<file path="config.mk">
export PLATFORM = sky130hd
export DESIGN_NAME = uart_tx_framer
export DESIGN_NICKNAME = d
export VERILOG_FILES = /design/src/rtl/utx_pkg.sv /design/src/rtl/utx_holdreg.sv /design/src/rtl/utx_tickcnt.sv /design/src/rtl/utx_shifter.sv /design/src/rtl/uart_tx_framer.sv
export SDC_FILE = /design/constraint.sdc
export NUM_CORES = 1
export LEC_CHECK = 0
export ABC_AREA = 0
export BUFFER_PORTS_ARGS = -buffer_cell sky130_fd_sc_hd__clkbuf_2
export CORE_MARGIN = 2
export CORE_UTILIZATION = 45
export CTS_CLUSTER_DIAMETER = 120
export DETAILED_ROUTE_END_ITERATION = 12
export MAX_ROUTING_LAYER = met4
export PLACE_DENSITY_LB_ADDON = 0.1
export SLEW_MARGIN = 20
export SYNTH_ARGS = -nofsm -noshare
export SYNTH_HDL_FRONTEND = slang
export SYNTH_SLANG_ARGS = --single-unit
</file>
<file path="constraint.sdc">
create_clock -name clk -period 4.1 [get_ports clk]
set_input_delay 0.205 -clock clk [delete_from_list [all_inputs] [get_ports clk]]
set_output_delay 0.205 -clock clk [all_outputs]
set_load 0.1 [all_outputs]
</file>
<file path="src/rtl/utx_pkg.sv">
package utx_pkg;
    typedef enum logic [2:0] {
        S_IDLE,
        S_START,
        S_DATA,
        S_PARITY,
        S_STOP
    } tx_state_e;

    typedef enum logic [1:0] {
        STOP_ONE      = 2'b00,
        STOP_ONE_HALF = 2'b01,
        STOP_TWO      = 2'b10,
        STOP_TWO_ALT  = 2'b11
    } stop_sel_e;

    localparam int PAR_EN    = 0;
    localparam int PAR_ODD   = 1;
    localparam int PAR_STICK = 2;
endpackage

</file>
<file path="src/rtl/utx_holdreg.sv">
module utx_holdreg #(
    parameter int DW = 8
) (
    input  logic          clk,
    input  logic          rst_n,
    input  logic          wr_en,
    input  logic [DW-1:0] wr_data,
    input  logic          take,
    output logic [DW-1:0] q,
    output logic          full
);
    always_ff @(posedge clk) begin
        if (!rst_n) begin
            q    <= '0;
            full <= 1'b0;
        end else if (wr_en) begin
            q    <= wr_data;
            full <= 1'b1;
        end else if (take) begin
            full <= 1'b0;
        end
    end

    // a write always leaves the stage full
    p_write_fills_r7: assert property (@(posedge clk) disable iff (!rst_n)
        wr_en |=> full);
    // a load without a concurrent write frees the stage
    p_take_frees_r7: assert property (@(posedge clk) disable iff (!rst_n)
        (take && !wr_en) |=> !full);
    // a write into a full stage replaces the stored byte
    p_overwrite_r9: assert property (@(posedge clk) disable iff (!rst_n)
        (wr_en && full) |=> (q == $past(wr_data)));
endmodule

</file>
<file path="src/rtl/utx_tickcnt.sv">
module utx_tickcnt #(
    parameter int CW = 6
) (
    input  logic          clk,
    input  logic          rst_n,
    input  logic          run,
    input  logic          tick,
    input  logic [CW-1:0] limit,
    output logic          done
);
    logic [CW-1:0] cnt;

    assign done = run && tick && (cnt == limit - 1'b1);

    always_ff @(posedge clk) begin
        if (!rst_n) begin
            cnt <= '0;
        end else if (!run || done) begin
            cnt <= '0;
        end else if (tick) begin
            cnt <= cnt + 1'b1;
        end
    end

    // the count never passes the length chosen for the current slot
    p_cnt_in_slot_r6: assert property (@(posedge clk) disable iff (!rst_n)
        run |-> (cnt < limit));
    // without a tick the count holds
    p_cnt_holds_r11: assert property (@(posedge clk) disable iff (!rst_n)
        (run && !tick) |=> (cnt == $past(cnt)));
endmodule

</file>
<file path="src/rtl/utx_shifter.sv">
module utx_shifter
    import utx_pkg::*;
#(
    parameter int DW = 8
) (
    input  logic          clk,
    input  logic          rst_n,
    input  logic          load,
    input  logic          shift,
    input  logic [DW-1:0] din,
    input  logic [2:0]    par_cfg,
    output logic          lsb,
    output logic          par_bit,
    output logic          par_on
);
    logic [DW-1:0] sh;
    logic          par_calc;

    always_comb begin
        if (par_cfg[PAR_STICK]) begin
            par_calc = par_cfg[PAR_ODD];
        end else if (par_cfg[PAR_ODD]) begin
            par_calc = ~^din;
        end else begin
            par_calc = ^din;
        end
    end

    always_ff @(posedge clk) begin
        if (!rst_n) begin
            sh      <= '0;
            par_bit <= 1'b0;
            par_on  <= 1'b0;
        end else if (load) begin
            sh      <= din;
            par_bit <= par_calc;
            par_on  <= par_cfg[PAR_EN];
        end else if (shift) begin
            sh <= sh >> 1;
        end
    end

    assign lsb = sh[0];

    // the shift stage takes the waiting byte on a load
    p_load_copies_r10: assert property (@(posedge clk) disable iff (!rst_n)
        load |=> (sh == $past(din)));
    // captured parity settings stay fixed between loads
    p_par_stable_r10: assert property (@(posedge clk) disable iff (!rst_n)
        !load |=> $stable(par_on) && $stable(par_bit));
endmodule

</file>
<file path="src/rtl/uart_tx_framer.sv">
module uart_tx_framer
    import utx_pkg::*;
#(
    parameter int DW = 8,
    parameter int OS = 16
) (
    input  logic          clk,
    input  logic          rst_n,
    input  logic          wr_en,
    input  logic [DW-1:0] wr_data,
    input  logic [2:0]    par_cfg,
    input  logic [1:0]    stop_sel,
    input  logic          tick16,
    output logic          txd,
    output logic          hold_empty,
    output logic          tx_empty
);
    localparam int CW = $clog2(2 * OS + 1);
    localparam int BW = (DW > 1) ? $clog2(DW) : 1;

    tx_state_e     state, nstate;
    stop_sel_e     stop_q;
    logic [BW-1:0] bidx;
    logic [DW-1:0] hold_q;
    logic [CW-1:0] limit;
    logic          hold_full, load, done, shift, run;
    logic          sh_lsb, par_bit, par_on;

    utx_holdreg #(.DW(DW)) u_hold (
        .clk     (clk),
        .rst_n   (rst_n),
        .wr_en   (wr_en),
        .wr_data (wr_data),
        .take    (load),
        .q       (hold_q),
        .full    (hold_full)
    );

    utx_tickcnt #(.CW(CW)) u_cnt (
        .clk   (clk),
        .rst_n (rst_n),
        .run   (run),
        .tick  (tick16),
        .limit (limit),
        .done  (done)
    );

    utx_shifter #(.DW(DW)) u_shift (
        .clk     (clk),
        .rst_n   (rst_n),
        .load    (load),
        .shift   (shift),
        .din     (hold_q),
        .par_cfg (par_cfg),
        .lsb     (sh_lsb),
        .par_bit (par_bit),
        .par_on  (par_on)
    );

    assign run   = (state != S_IDLE);
    assign load  = hold_full && ((state == S_IDLE) || ((state == S_STOP) && done));
    assign shift = (state == S_DATA) && done;

    always_comb begin
        limit = CW'(OS);
        if (state == S_STOP) begin
            unique case (stop_q)
                STOP_ONE:      limit = CW'(OS);
                STOP_ONE_HALF: limit = CW'(OS + OS / 2);
                STOP_TWO:      limit = CW'(2 * OS);
                STOP_TWO_ALT:  limit = CW'(2 * OS);
            endcase
        end
    end

    always_comb begin
        nstate = state;
        unique case (state)
            S_IDLE:   if (hold_full) nstate = S_START;
            S_START:  if (done) nstate = S_DATA;
            S_DATA:   if (done && (bidx == BW'(DW - 1))) nstate = par_on ? S_PARITY : S_STOP;
            S_PARITY: if (done) nstate = S_STOP;
            S_STOP:   if (done) nstate = hold_full ? S_START : S_IDLE;
            default:  nstate = S_IDLE;
        endcase
    end

    always_ff @(posedge clk) begin
        if (!rst_n) begin
            state  <= S_IDLE;
            stop_q <= STOP_ONE;
            bidx   <= '0;
        end else begin
            state <= nstate;
            if (load) stop_q <= stop_sel_e'(stop_sel);
            if (state == S_START && done) bidx <= '0;
            else if (shift) bidx <= bidx + 1'b1;
        end
    end

    always_comb begin
        unique case (state)
            S_IDLE:   txd = 1'b1;
            S_START:  txd = 1'b0;
            S_DATA:   txd = sh_lsb;
            S_PARITY: txd = par_bit;
            S_STOP:   txd = 1'b1;
            default:  txd = 1'b1;
        endcase
        hold_empty = !hold_full;
        tx_empty   = (state == S_IDLE) && !hold_full;
    end

    // the transmitter never reports empty while a byte waits
    p_empty_needs_hold_r7: assert property (@(posedge clk) disable iff (!rst_n)
        tx_empty |-> hold_empty);
    // once a frame runs, the line moves only on a tick
    p_line_on_tick_r11: assert property (@(posedge clk) disable iff (!rst_n)
        (($past(state) != S_IDLE) && (txd != $past(txd))) |-> $past(tick16));
    // a waiting byte starts right where the stop period ends
    p_back_to_back_r8: assert property (@(posedge clk) disable iff (!rst_n)
        (state == S_STOP && done && hold_full) |=> (state == S_START) && !txd);
    // an idle transmitter with nothing queued holds the line high
    p_idle_high_r1: assert property (@(posedge clk) disable iff (!rst_n)
        (tx_empty && !wr_en) |=> txd);
endmodule

</file>
# Word-level counts from Yosys, hierarchy flattened
# Index checks and enable logic that the tools add are counted.
# classes
bitwise	1
reduce_logical	23
muxes	17
eq_ne	14
add_sub_neg	3
# op_table
op	count
$mux 3	6
$pmux 6 s3	1
$mux 8	2
$pmux 3 s5	1
$logic_and 1x1->1	8
$reduce_xnor 8->1	1
$reduce_xor 8->1	1
$add 6x1->6 const B	1
$eq 3x2->1 const B	2
$eq 3x3->1 const B	2
$eq 6x6->1	1
$mux 6	1
$ne 2x2->1 const B	3
$reduce_or 2->1	3
$sub 6x1->6 const B	1
$mux 1	5
$reduce_and 5->1	1
$eq 2x2->1 const B	2
$ne 2x1->1 const B	2
$reduce_bool 2->1	2
$add 3x1->3 const B	1
$eq 3x1->1 const B	1
$logic_not 3->1	1
$pmux 1 s3	1
other kinds (6)	8
# word_totals
reg_bits	33
elab_cells	67
in_bits	17

# Longest topological paths before layout
# Gate-level depths: netlist of run 1.
# depth
depth_word	12
mapped_depth	11
depth_no_buf	9

# Cells and area by module
# From an unflattened synthesis of run 1, not the netlist that was laid out.
# unflattened
cells_unflattened	197
hier_area_um2	1826.8
# modules_own_cells
module	cells_each	area_per_inst_um2	n_inst	seq_area_each_um2
uart_tx_framer	66	548.0	1	160.2
utx_shifter	57	505.5	1	200.2
utx_tickcnt	46	437.9	1	120.1
utx_holdreg	28	335.3	1	180.2

# Least setup slack after synthesis of run 1
# Ideal clock, no wire load.
# synth_timing
kind	reg2out
from	register state[1]
to	output port txd
slack_ns	1.200
stages_incl_launch_ff	4
required_ns	3.895
t_arrival_ns	2.695
cell_sequence	dfxtp_1 > clkbuf_8 > nor3b_1 > o21ai_0
# synth_between
elab_chain_cells	2
word_cells_on_any_way	4
# synth_lines
element	line_no	source
start, declared	uart_tx_framer.sv:21	tx_state_e state, nstate;
start signal, assigned	uart_tx_framer.sv:94	state <= nstate;
$eq 3x2->1 / $eq 3x1->1 (equally long branches)	uart_tx_framer.sv:102	unique case (state)
$pmux 1 s3 (*)	uart_tx_framer.sv:102	
end, declared	uart_tx_framer.sv:14	output logic txd,
# Every way passes the cells marked *; elsewhere a longest branch is shown, timed or not.

# Worst setup path in the final report of run 1
# layout_timing
from	register state[1]
to	register u_shift.sh[7]
# layout_between
elab_chain_cells	9
word_cells_on_any_way	15
# layout_lines
element	line_no	source
$eq 3x3->1	uart_tx_framer.sv:61, uart_tx_framer.sv:66	
$mux 6	uart_tx_framer.sv:66	if (state == S_STOP) begin
$sub 6x1->6	utx_tickcnt.sv:13	assign done = run && tick && (cnt == limit - 1'b1);
$eq 6x6->1	utx_tickcnt.sv:13	
$logic_and 1x1->1	utx_tickcnt.sv:13	
$logic_and 1x1->1	uart_tx_framer.sv:61	assign load = hold_full && ((state == S_IDLE) || ((state == S_STOP) && done));
$logic_or 1x1->1	uart_tx_framer.sv:61	
$logic_and 1x1->1	uart_tx_framer.sv:61	
$mux 8 / $reduce_bool 2->1 (equally long branches)	-	
end signal, assigned	utx_shifter.sv:35	sh <= din;
end signal, assigned	utx_shifter.sv:39	sh <= sh >> 1;
end, declared	utx_shifter.sv:16	logic [DW-1:0] sh;
# Parallel ways exist; a longest one is shown, timed or not.
# A chain may end at the register's enable or synchronous reset.

==> metrics.txt, run 1 <==
# TYPE chip_impl_metric gauge
chip_impl_metric{name="floorplan.die.width",unit="um"} 66.0
chip_impl_metric{name="gpl.final_weighted_congestion",unit=""} 0.922
chip_impl_metric{name="ctsLongestPathBuffers",unit=""} 2
chip_impl_metric{name="finClkSkew",unit="ns"} 0.00303
chip_impl_metric{name="area.growth.synth_to_final",unit="%"} 10.9
chip_impl_metric{name="num_rows",unit=""} 22
chip_impl_metric{name="net-switching-power",unit="uW"} 401
chip_impl_metric{name="via_count",unit=""} 1385
chip_impl_info{name="clock_tree.root_cell",value="sky130_fd_sc_hd__clkbuf_8"} 1
chip_impl_metric{name="power_report.internal_total",unit="uW"} 646
chip_impl_metric{name="post_cts_hold_buffer_count",unit=""} 0
chip_impl_metric{name="post-place-ws",unit="ns"} 1.05
chip_impl_metric{name="power.share.combinational",unit="%"} 33.1
chip_impl_metric{name="synth-edff-count",unit=""} 0
chip_impl_metric{name="drtAntennaViolNets",unit=""} 0
chip_impl_info{name="post_synth_main_area_contributors",value="sky130_fd_sc_hd__dfxtp_1, sky130_fd_sc_hd__mux2i_1, sky130_fd_sc_hd__nand2_1"} 1
chip_impl_metric{name="numPortBuffers",unit=""} 19
chip_impl_metric{name="antenna_found_initial",unit=""} 0
chip_impl_metric{name="first_pass_grt_wire_length",unit="mm"} 6.25
chip_impl_metric{name="ys_seq_area_share",unit="%"} 38.2
chip_impl_metric{name="yosys_warnings",unit=""} 0
chip_impl_metric{name="postSynth.asyncResetShare",unit="%"} 0
chip_impl_metric{name="num-nets-final",unit=""} 230
chip_impl_metric{name="worst-slew-pin-transition",unit="ns"} 0.956
chip_impl_metric{name="final-max-slew-violation-count",unit=""} 0
chip_impl_metric{name="timing.slew.headroom",unit="%"} 36.1
chip_impl_metric{name="power.share.switching",unit="%"} 38.3
chip_impl_metric{name="cts.sinks",unit=""} 33
chip_impl_metric{name="drt-wirelength-per-cell",unit="um"} 13.4
chip_impl_info{name="synth_top_flop_cell",value="sky130_fd_sc_hd__dfxtp_1"} 1
chip_impl_metric{name="post-synth-top-area-fraction",unit="%"} 38.2
chip_impl_metric{name="first_global_vias",unit=""} 1409
chip_impl_info{name="worst_setup_path_end_kind",value="flop"} 1
chip_impl_metric{name="synthesis.area_per_instance",unit="sq um"} 9.00
chip_impl_metric{name="clk-insertion-delay-late",unit="ns"} 0.28
chip_impl_metric{name="cp_max_fanout",unit=""} 21
chip_impl_metric{name="antenna-diode-count",unit=""} 0
chip_impl_metric{name="remaining_drc_errors",unit=""} 0
chip_impl_info{name="setup.worst_path.class",value="flop to flop"} 1
chip_impl_metric{name="setup_total_negative_slack",unit="ns"} 0
chip_impl_info{name="run_status",value="complete, no violations"} 1
chip_impl_metric{name="cts_max_level",unit=""} 2
chip_impl_metric{name="drt_pre_antenna_iters",unit=""} 4
chip_impl_metric{name="final-setup-viol-count",unit=""} 0
chip_impl_metric{name="finalHoldViolations",unit=""} 0
chip_impl_metric{name="worst_setup_hold_path_clk_slew",unit="ns"} 0.07
chip_impl_info{name="setup.worst_path.start_class",value="flop"} 1
chip_impl_metric{name="grt-ovfl-total",unit=""} 0
chip_impl_metric{name="netlist_instances",unit=""} 192
chip_impl_metric{name="tritoncts.num_buffers",unit=""} 5
chip_impl_metric{name="clkPwrFrac",unit="%"} 28.2
chip_impl_metric{name="finalWorstSetupSlack",unit="ns"} 1.04
chip_impl_metric{name="synth.cell_area",unit="sq um"} 1730
chip_impl_metric{name="detailed_place_hpwl",unit="mm"} 2.43
chip_impl_info{name="synth_largest_area_cell",value="sky130_fd_sc_hd__dfxtp_1"} 1
chip_impl_metric{name="detailedRoute.firstIterationViolations",unit=""} 122
chip_impl_metric{name="maxcap_viol_count",unit=""} 0
chip_impl_metric{name="layout-drive-gt1-share",unit="%"} 16.3
chip_impl_metric{name="power_per_cell_area",unit="nW/um^2"} 546
chip_impl_metric{name="critical_path_required",unit="ns"} 4.33
chip_impl_metric{name="die-area",unit="sq um"} 4350
chip_impl_metric{name="post-cts-setup-buffer-count",unit=""} 0
chip_impl_metric{name="leakage_power",unit="nW"} 0.787
chip_impl_metric{name="postSynthRegisterBits",unit=""} 33
chip_impl_metric{name="arrival",unit="ns"} 3.29
chip_impl_info{name="yosysMostFrequentCell",value="sky130_fd_sc_hd__dfxtp_1"} 1
chip_impl_metric{name="total_wire_length",unit="mm"} 3.43
chip_impl_metric{name="fin_worst_hold_slack",unit="ns"} 0.179
chip_impl_metric{name="top_level_ports",unit=""} 20
chip_impl_metric{name="grt_max_degree",unit=""} 28
chip_impl_metric{name="synth.distinct_cells",unit=""} 43
chip_impl_metric{name="min_period",unit="ns"} 3.06
chip_impl_metric{name="initial_core_util",unit="%"} 46.8
chip_impl_metric{name="post-route-period-util",unit="%"} 74.7
chip_impl_metric{name="postCtsResizedCells",unit=""} 0
chip_impl_metric{name="drt-vias-per-instance",unit=""} 5.39
chip_impl_metric{name="floorplan.core_area",unit="sq um"} 3690
chip_impl_metric{name="max_frequency",unit="MHz"} 326
chip_impl_metric{name="vdd_drop_max",unit="mV"} 0.245
chip_impl_metric{name="power.sequential.fraction",unit="%"} 38.8
chip_impl_info{name="tritoncts",value="done"} 1
chip_impl_info{name="worstHoldPathType",value="primary input to flop"} 1
chip_impl_info{name="rsz0062_at_grt",value="false"} 1
chip_impl_metric{name="post_synthesis_net_count",unit=""} 213
chip_impl_metric{name="fp.dieH",unit="um"} 66.0
chip_impl_info{name="yosys-top-cells-count",value="sky130_fd_sc_hd__dfxtp_1, sky130_fd_sc_hd__nand2_1, sky130_fd_sc_hd__nor2_1"} 1
chip_impl_metric{name="globalRouteTotalUtil",unit="%"} 19.8
==> cells in the final DEF (no fill, tap or decap), types with 2 or more instances in the layout <==
master,instances
sky130_fd_sc_hd__a21boi_0,4
sky130_fd_sc_hd__ha_1,4
sky130_fd_sc_hd__a31oi_1,8
sky130_fd_sc_hd__and3_1,2
sky130_fd_sc_hd__xor2_1,8
sky130_fd_sc_hd__nand3_1,2
sky130_fd_sc_hd__clkbuf_8,5
sky130_fd_sc_hd__inv_1,6
sky130_fd_sc_hd__o21ai_0,12
sky130_fd_sc_hd__xnor2_1,9
sky130_fd_sc_hd__nor2b_1,11
sky130_fd_sc_hd__a21oi_1,3
sky130_fd_sc_hd__clkbuf_2,19
sky130_fd_sc_hd__nand2b_1,2
sky130_fd_sc_hd__dfxtp_1,33
sky130_fd_sc_hd__nand4_1,4
sky130_fd_sc_hd__nand2_1,27
sky130_fd_sc_hd__nor2_1,14
sky130_fd_sc_hd__mux2i_1,12
==> critical path, stage by stage, from the launching register on <==
cell	delay, ns
sky130_fd_sc_hd__dfxtp_1	0.41
sky130_fd_sc_hd__nor2_2	0.38
sky130_fd_sc_hd__nand3_1	0.14
sky130_fd_sc_hd__ha_1	0.23
sky130_fd_sc_hd__xnor2_1	0.14
sky130_fd_sc_hd__a31oi_1	0.38
sky130_fd_sc_hd__a2111oi_2	0.12
sky130_fd_sc_hd__a31oi_2	0.79
sky130_fd_sc_hd__and3_1	0.29
sky130_fd_sc_hd__o21a_1	0.12
==> layout make-up <==
class | instances | area [sq um]
Clock inverter | 2 | 35.0
Timing Repair Buffer | 19 | 95.1
Multi-Input combinational cell | 144 | 975
Sequential cell | 33 | 661
Fill cell | 354 | 1770
Inverter | 6 | 22.5
Tap cell | 48 | 60.1
Clock buffer | 5 | 68.8
==> power groups by stage <==
| stage | logic [mW] | clock network [mW] | registers [mW] |
|---|---|---|---|
| floorplan | 0.329 | 0 | 0.387 |
| global route | 0.379 | 0.319 | 0.414 |
| detailed placement | 0.345 | 0 | 0.414 |
| finish | 0.346 | 0.295 | 0.406 |
| CTS | 0.348 | 0.299 | 0.406 |
| global placement | 0.337 | 0 | 0.410 |
==> worst paths after layout <==
| check | to | slack [ns] | start | cells after the start |
|---|---|---|---|---|
| hold reg to reg | bidx[1] | 0.47 | bidx[1] | 2 |
| setup reg to reg | u_shift.sh[7] | 1.04 | state[1] | 9 |
| hold / removal | u_hold.q[5] | 0.18 | wr_data[5] | 3 |
| setup / recovery | u_shift.sh[7] | 1.04 | state[1] | 9 |
==> cells by family (layout without fill, tap and decap cells) <==
family,after synthesis,in the layout,share of synthesized area [%]
fa+ha+maj,4,4,2.90
compound gates,39,39,16.7
buf+inv,15,32,5.36
flops,33,33,38.2
simple gates,72,72,21.2
mux,12,12,6.95
xor+xnor,17,17,8.62
==> per-stage QoR <==
stage          util, %  total power [mW]  area, sq um  std cells
2_1_floorplan        -             0.716         1730        192
6_report          52.0              1.05         1920        257
3_5_place_dp      49.2             0.759         1810        250
5_1_grt           52.0              1.11         1920        257
3_3_place_gp      49.2             0.748         1810        250
4_1_cts           52.0              1.05         1920        257
==> per-layer routing <==
layer	share of wire [%]	vias up	track usage, %
met3	4.4	8	6.30
met2	50	32	32.7
li1	-	697	-
met1	44	648	21.4
met5	0	-	-
met4	2.0	0	9.95
==> sequential cells by signal, summed over array words and instances (netlist names) <==
signal	cells
u_shift.par_bit	1
bidx	3
u_cnt.cnt	6
stop_q	2
u_shift.par_on	1
u_shift.sh	8
u_hold.q	8
state	3
u_hold.full	1
(Power assumes the default switching activity.)
==> run 2, diff against run 1 <==
Clock period 4.1 ns to 2.93 ns, I/O delays scaled along.
==> run 2 against run 1 <==
Against the previous run: utilization about the same; global-route usage decreased by 1.2 points; worst setup slack got worse by 0.71 ns; die area unchanged; largest cell class unchanged; largest power group unchanged.
==> metrics.txt, run 2 (same netlist as run 1, synthesis figures left out) <==
# TYPE chip_impl_metric gauge
chip_impl_metric{name="maxcap_viol_count",unit=""} 0
chip_impl_metric{name="net-switching-power",unit="uW"} 552
chip_impl_info{name="rsz0062_at_grt",value="false"} 1
chip_impl_metric{name="numPortBuffers",unit=""} 19
chip_impl_metric{name="detailed_place_hpwl",unit="mm"} 2.41
chip_impl_metric{name="power.share.switching",unit="%"} 40.0
chip_impl_info{name="regToRegEndpoint",value="bidx[2]"} 1
chip_impl_info{name="mostFrequentLayoutCells",value="sky130_fd_sc_hd__dfxtp_1, sky130_fd_sc_hd__nand2_1, sky130_fd_sc_hd__clkbuf_2"} 1
chip_impl_metric{name="placed_cell_area",unit="sq um"} 1840
chip_impl_info{name="final_common_cell",value="sky130_fd_sc_hd__dfxtp_1"} 1
chip_impl_metric{name="max_frequency",unit="MHz"} 384
chip_impl_metric{name="crit_buf_inv",unit=""} 0
chip_impl_metric{name="drt-vias-per-instance",unit=""} 5.20
chip_impl_info{name="critical-path-slowest-cell",value="sky130_fd_sc_hd__o41a_1"} 1
chip_impl_metric{name="num_rows",unit=""} 22
chip_impl_metric{name="top_level_ports",unit=""} 20
chip_impl_info{name="tritoncts",value="done"} 1
chip_impl_metric{name="die-area",unit="sq um"} 4350
chip_impl_metric{name="vdd_drop_max",unit="mV"} 0.266
chip_impl_metric{name="via_count",unit=""} 1357
chip_impl_metric{name="clkPwrFrac",unit="%"} 23.6
chip_impl_metric{name="antenna-diode-count",unit=""} 0
chip_impl_metric{name="detailedRoute.firstIterationViolations",unit=""} 91
chip_impl_metric{name="globalRouteTotalUtil",unit="%"} 18.6
chip_impl_metric{name="cp_max_fanout",unit=""} 12
chip_impl_metric{name="gpl.final_weighted_congestion",unit=""} 0.941
chip_impl_metric{name="first_pass_grt_wire_length",unit="mm"} 5.87
chip_impl_metric{name="power.sequential.fraction",unit="%"} 41.1
chip_impl_info{name="gr-max-usage-layer",value="met2"} 1
chip_impl_metric{name="drt_pre_antenna_iters",unit=""} 4
chip_impl_metric{name="worst_setup_hold_path_clk_slew",unit="ns"} 0.07
chip_impl_info{name="run_status",value="complete, no violations"} 1
chip_impl_metric{name="final-max-slew-violation-count",unit=""} 0
chip_impl_info{name="critical_path_source",value="state[1]"} 1
chip_impl_metric{name="grtUsageMet3",unit="%"} 5.62
chip_impl_metric{name="grt.met2_usage",unit="%"} 30.1
chip_impl_info{name="hp-start",value="wr_data[0]"} 1
chip_impl_metric{name="clk-insertion-delay-late",unit="ns"} 0.28
chip_impl_info{name="crit-reg2reg-launch",value="state[1]"} 1
chip_impl_metric{name="finClkSkew",unit="ns"} 0.00532
chip_impl_metric{name="first_global_vias",unit=""} 1344
chip_impl_metric{name="ctsLongestPathBuffers",unit=""} 2
chip_impl_metric{name="setup_total_negative_slack",unit="ns"} 0
chip_impl_metric{name="antenna_found_initial",unit=""} 0
chip_impl_metric{name="remaining_drc_errors",unit=""} 0
chip_impl_metric{name="post-route-cell-area",unit="sq um"} 1920
chip_impl_metric{name="depth_of_the_worst_register_to_register_path",unit=""} 9
chip_impl_metric{name="num-nets-final",unit=""} 233
chip_impl_metric{name="power_per_cell_area",unit="nW/um^2"} 718
chip_impl_metric{name="timing.hold.worst_path_depth",unit=""} 3
chip_impl_info{name="worst_setup_path_end_kind",value="flop"} 1
chip_impl_metric{name="grt.met1_usage",unit="%"} 21.2
chip_impl_metric{name="tritoncts.num_buffers",unit=""} 5
chip_impl_metric{name="drt-wirelength-per-cell",unit="um"} 12.5
chip_impl_metric{name="drtAntennaViolNets",unit=""} 0
chip_impl_metric{name="power.share.combinational",unit="%"} 35.3
chip_impl_metric{name="floorplan.die.width",unit="um"} 66.0
chip_impl_info{name="min_to",value="u_hold.q[0]"} 1
chip_impl_metric{name="timing.slew.headroom",unit="%"} 64.3
chip_impl_metric{name="min_period",unit="ns"} 2.61
chip_impl_metric{name="cts.sinks",unit=""} 33
chip_impl_metric{name="post-route-period-util",unit="%"} 88.9
chip_impl_metric{name="post_cts_hold_buffer_count",unit=""} 0
chip_impl_metric{name="area.growth.synth_to_final",unit="%"} 11.0
chip_impl_metric{name="critical_path_required",unit="ns"} 3.09
chip_impl_metric{name="floorplan.core_area",unit="sq um"} 3690
chip_impl_metric{name="finalWorstSetupSlack",unit="ns"} 0.324
chip_impl_info{name="largestRegisters",value="u_hold.q (8), u_shift.sh (8), u_cnt.cnt (6)"} 1
chip_impl_metric{name="postCtsResizedCells",unit=""} 0
chip_impl_info{name="setup.worst_path.start_class",value="flop"} 1
chip_impl_metric{name="arrival",unit="ns"} 2.77
chip_impl_metric{name="total_wire_length",unit="mm"} 3.25
chip_impl_metric{name="finalHoldViolations",unit=""} 0
chip_impl_info{name="clock_tree.root_cell",value="sky130_fd_sc_hd__clkbuf_8"} 1
chip_impl_metric{name="power_report.internal_total",unit="uW"} 826
chip_impl_metric{name="leakage_power",unit="nW"} 0.792
chip_impl_metric{name="worst-slew-pin-transition",unit="ns"} 0.531
chip_impl_metric{name="post-place-ws",unit="ns"} 0.335
chip_impl_metric{name="fin_worst_hold_slack",unit="ns"} 0.116
chip_impl_metric{name="final-setup-viol-count",unit=""} 0
chip_impl_metric{name="ff2ff_setup_slack",unit="ns"} 0.32
chip_impl_metric{name="grt-ovfl-total",unit=""} 0
chip_impl_info{name="setup.worst_path.class",value="flop to flop"} 1
chip_impl_info{name="worstHoldPathType",value="primary input to flop"} 1
chip_impl_metric{name="max_stage_delay",unit="ns"} 0.42
chip_impl_metric{name="fp.dieH",unit="um"} 66.0
chip_impl_metric{name="initial_core_util",unit="%"} 46.8
chip_impl_metric{name="power",unit="mW"} 1.38
chip_impl_metric{name="layout-drive-gt1-share",unit="%"} 17.4
chip_impl_info{name="critPathTopFamily",value="simple AND/OR/NAND/NOR gates"} 1
chip_impl_metric{name="grt_max_degree",unit=""} 28
chip_impl_info{name="cp_cell_sequence",value="nor2_2, nand3_1, ha_1, xnor2_1, and3b_1, nor2_1, nand4_1, o41a_1, a21boi_0"} 1
chip_impl_metric{name="cts_max_level",unit=""} 2
chip_impl_metric{name="post-cts-setup-buffer-count",unit=""} 0
run 2: changes by cell type in the layout (fill, tap and decap cells not counted), sizes merged:
cell / previous run / this run
bufinv: 1 / 0
clkbuf: 24 / 25
clkinv: 1 / 2
buf: 0 / 3
run 2: worst max path at each step:
stage / slack, ns / cells after the start / endpoint
final: 0.32 / 9 / bidx[2]
after global routing: 0.03 / 9 / bidx[2]
after CTS: 0.31 / 10 / u_shift.sh[7]
after detailed placement: 0.33 / 10 / u_shift.sh[7]
after global placement: 0.39 / 10 / u_shift.sh[7]
after floorplan: 0.09 / 3 / txd
run 2: metrics by stage:
stage / cells / utilization, %
final: 261 / 52.0
after global routing: 261 / 52.0
after CTS: 261 / 52.0
after detailed placement: 253 / 49.8
after global placement: 253 / 49.8
after floorplan: 192 / -
run 2: routing by layer:
metal  up-vias  wire [um]
met1       621       1460
met5         -          0
met3         2        144
met2        30       1640
li1        704          -
met4         0         14
run 2: worst min-delay path: stages:
cell and delay (ns):
sky130_fd_sc_hd__clkbuf_2 0.07, sky130_fd_sc_hd__mux2i_1 0.06, sky130_fd_sc_hd__nor2b_1 0.09
run 2: final cells by class:
class,count,area (sq um)
fill,373,1770
multi-input combinational,144,975
sequential,33,661
timing repair buffer,22,118
clock buffer,6,72.6
tap,48,60.1
inverter,6,22.5
clock inverter,2,10.0
run 2: power by group through the flow:
stage / clock network [mW] / registers [mW] / logic, mW
after floorplan: 0 / 0.541 / 0.460
after global placement: 0 / 0.574 / 0.480
after detailed placement: 0 / 0.576 / 0.487
after CTS: 0.341 / 0.565 / 0.490
after global routing: 0.367 / 0.575 / 0.534
final: 0.325 / 0.566 / 0.487
==> run 3, diff against run 2 <==
Settings changed: GPL_TIMING_DRIVEN from default to 0, PLACE_DENSITY from default to 0.62, PLACE_DENSITY_LB_ADDON 0.1 to default.
==> run 3 against run 2 <==
Against the previous run: fmax fell by 2.7%; register-to-register slack got worse by 0.07 ns; via count rose by 3.8%; global-route usage rose by 0.47 points; clock power rose by 56%; sequential power fell by 4.4%; design area rose by 4.6%; combinational power rose by 14%; critical path depth did not move; clock skew fell by 0.00051 ns; critical path type unchanged.
==> metrics.txt, run 3 (same netlist as run 1, synthesis figures left out) <==
# TYPE chip_impl_metric gauge
chip_impl_metric{name="floorplan.die.width",unit="um"} 66.0
chip_impl_metric{name="fp.dieH",unit="um"} 66.0
chip_impl_metric{name="vdd_drop_max",unit="mV"} 0.376
chip_impl_info{name="cp_cell_sequence",value="buf_6, nor2_2, nand3_1, ha_1, xor2_1, nand4_1, a2111oi_4, xor2_1, and2_1"} 1
chip_impl_metric{name="power_per_cell_area",unit="nW/um^2"} 797
chip_impl_metric{name="clk-insertion-delay-late",unit="ns"} 0.28
chip_impl_metric{name="post_cts_hold_buffer_count",unit=""} 0
chip_impl_metric{name="cts.sinks",unit=""} 33
chip_impl_metric{name="via_count",unit=""} 1408
chip_impl_metric{name="first_pass_grt_wire_length",unit="mm"} 6.13
chip_impl_metric{name="final-setup-viol-count",unit=""} 0
chip_impl_metric{name="final-max-slew-violation-count",unit=""} 0
chip_impl_info{name="crit_top_cell",value="sky130_fd_sc_hd__xor2_1"} 1
chip_impl_info{name="critical-path-slowest-cell",value="sky130_fd_sc_hd__a2111oi_4"} 1
chip_impl_metric{name="cts_max_level",unit=""} 2
chip_impl_metric{name="timing.slew.headroom",unit="%"} 52.5
chip_impl_info{name="final_common_cell",value="sky130_fd_sc_hd__dfxtp_1"} 1
chip_impl_metric{name="ctsLongestPathBuffers",unit=""} 2
chip_impl_metric{name="antenna-diode-count",unit=""} 0
chip_impl_metric{name="gpl.final_weighted_congestion",unit=""} 0.837
chip_impl_metric{name="maxcap_viol_count",unit=""} 0
chip_impl_metric{name="top_level_ports",unit=""} 20
chip_impl_metric{name="floorplan.core_area",unit="sq um"} 3690
chip_impl_metric{name="detailedRoute.firstIterationViolations",unit=""} 131
chip_impl_metric{name="grt-ovfl-total",unit=""} 0
chip_impl_metric{name="postCtsResizedCells",unit=""} 0
chip_impl_metric{name="drt-wirelength-per-cell",unit="um"} 12.8
chip_impl_metric{name="max_stage_delay",unit="ns"} 0.60
chip_impl_metric{name="die-area",unit="sq um"} 4350
chip_impl_metric{name="drt-vias-per-instance",unit=""} 5.31
chip_impl_metric{name="leakage_power",unit="nW"} 0.826
chip_impl_metric{name="setup_total_negative_slack",unit="ns"} 0
chip_impl_metric{name="worst_setup_hold_path_clk_slew",unit="ns"} 0.07
chip_impl_metric{name="total_wire_length",unit="mm"} 3.39
chip_impl_metric{name="antenna_found_initial",unit=""} 0
chip_impl_info{name="worstHoldPathType",value="primary input to flop"} 1
chip_impl_info{name="mostFrequentLayoutCells",value="sky130_fd_sc_hd__dfxtp_1, sky130_fd_sc_hd__nand2_1, sky130_fd_sc_hd__clkbuf_2"} 1
chip_impl_metric{name="min_period",unit="ns"} 2.68
chip_impl_metric{name="detailed_place_hpwl",unit="mm"} 2.49
chip_impl_info{name="tritoncts",value="done"} 1
chip_impl_metric{name="drtAntennaViolNets",unit=""} 0
chip_impl_metric{name="remaining_drc_errors",unit=""} 0
chip_impl_metric{name="arrival",unit="ns"} 2.86
chip_impl_metric{name="critical_path_required",unit="ns"} 3.11
chip_impl_info{name="run_status",value="complete, no violations"} 1
chip_impl_metric{name="finalHoldViolations",unit=""} 0
chip_impl_metric{name="multi_input_area",unit="sq um"} 975
chip_impl_info{name="setup.worst_path.start_class",value="flop"} 1
chip_impl_info{name="rsz0062_at_grt",value="false"} 1
chip_impl_metric{name="num-nets-final",unit=""} 237
chip_impl_metric{name="power",unit="mW"} 1.60
chip_impl_metric{name="fillers",unit=""} 362
chip_impl_metric{name="tritoncts.num_buffers",unit=""} 5
chip_impl_metric{name="fin_worst_hold_slack",unit="ns"} 0.118
chip_impl_metric{name="initial_core_util",unit="%"} 46.8
chip_impl_info{name="setup.worst_path.class",value="flop to flop"} 1
chip_impl_metric{name="drt_pre_antenna_iters",unit=""} 4
chip_impl_info{name="clock_tree.root_cell",value="sky130_fd_sc_hd__clkbuf_8"} 1
chip_impl_info{name="worst_setup_path_end_kind",value="flop"} 1
chip_impl_metric{name="area.growth.synth_to_final",unit="%"} 16.1
chip_impl_metric{name="max_frequency",unit="MHz"} 373
chip_impl_metric{name="first_global_vias",unit=""} 1394
chip_impl_metric{name="num_rows",unit=""} 22
chip_impl_metric{name="ff_latch_area",unit="sq um"} 661
chip_impl_metric{name="post-route-period-util",unit="%"} 91.5
chip_impl_metric{name="numPortBuffers",unit=""} 17
chip_impl_metric{name="cp_max_fanout",unit=""} 10
chip_impl_metric{name="grt_max_degree",unit=""} 12
chip_impl_info{name="largestRegisters",value="u_hold.q (8), u_shift.sh (8), u_cnt.cnt (6)"} 1
chip_impl_metric{name="post-cts-setup-buffer-count",unit=""} 0
chip_impl_metric{name="globalRouteTotalUtil",unit="%"} 19.0
chip_impl_metric{name="finClkSkew",unit="ns"} 0.00481
chip_impl_metric{name="layout-drive-gt1-share",unit="%"} 17.5
chip_impl_metric{name="worst-slew-pin-transition",unit="ns"} 0.713
run 3: cell types whose count changed in the layout (fill, tap and decap cells not counted):
cell / previous run / this run
sky130_fd_sc_hd__bufinv_16: 0 / 2
sky130_fd_sc_hd__clkbuf_1: 1 / 4
sky130_fd_sc_hd__buf_4: 3 / 0
sky130_fd_sc_hd__buf_2: 0 / 1
sky130_fd_sc_hd__clkbuf_8: 5 / 7
sky130_fd_sc_hd__clkbuf_2: 19 / 17
sky130_fd_sc_hd__buf_6: 0 / 2
sky130_fd_sc_hd__clkinv_2: 2 / 1
run 3: layout make-up:
| class | instances | share of cell area (%) |
|---|---|---|
| tap | 48 | 2.99 |
| sequential | 33 | 32.9 |
| timing repair buffer | 17 | 4.24 |
| multi-input combinational | 144 | 48.6 |
| clock inverter | 3 | 3.24 |
| inverter | 6 | 1.12 |
| buffer | 9 | 3.49 |
| clock buffer | 5 | 3.43 |
run 3: per-stage QoR:
step                      worst slack, ns  cells  utilization, %  cell area, sq um
after floorplan                    0.0883    192               -              1730
after global placement              0.300    257            50.8              1870
after detailed placement            0.248    257            50.8              1870
after CTS                           0.236    265            54.4              2010
after global routing               0.0305    265            54.4              2010
final                               0.250    265            54.4              2010
run 3: power breakdown:
part | internal [mW] | switching, mW | total, mW
Sequential | 0.505 | 0.0357 | 0.541
Combinational | 0.186 | 0.366 | 0.553
Clock | 0.338 | 0.169 | 0.507
Total | 1.03 | 0.571 | 1.60
run 3: critical path, delay by kind of cell, from the launching register on:
kind | cells | cell delay (ns)
fa+ha+maj | 1 | 0.32
flops | 1 | 0.31
simple gates | 4 | 0.87
buf+inv | 1 | 0.13
xor+xnor | 2 | 0.35
compound gates | 1 | 0.60
run 3: path summary, 6_finish.rpt:
| kind | cells past startpoint | endpoint | from | slack [ns] |
|---|---|---|---|---|
| max | 9 | bidx[0] | state[0] | 0.25 |
| max reg2reg | 9 | bidx[0] | state[0] | 0.25 |
| min reg2reg | 2 | bidx[2] | bidx[2] | 0.47 |
| min | 3 | u_hold.q[4] | wr_data[4] | 0.12 |
run 3: per-layer routing:
layer	wire (um)	global-route usage, %	vias to the layer above
met4	65	8.93	0
met1	1620	23.1	658
met2	1570	29.9	32
met3	138	4.60	5
met5	0	-	-
li1	-	-	713
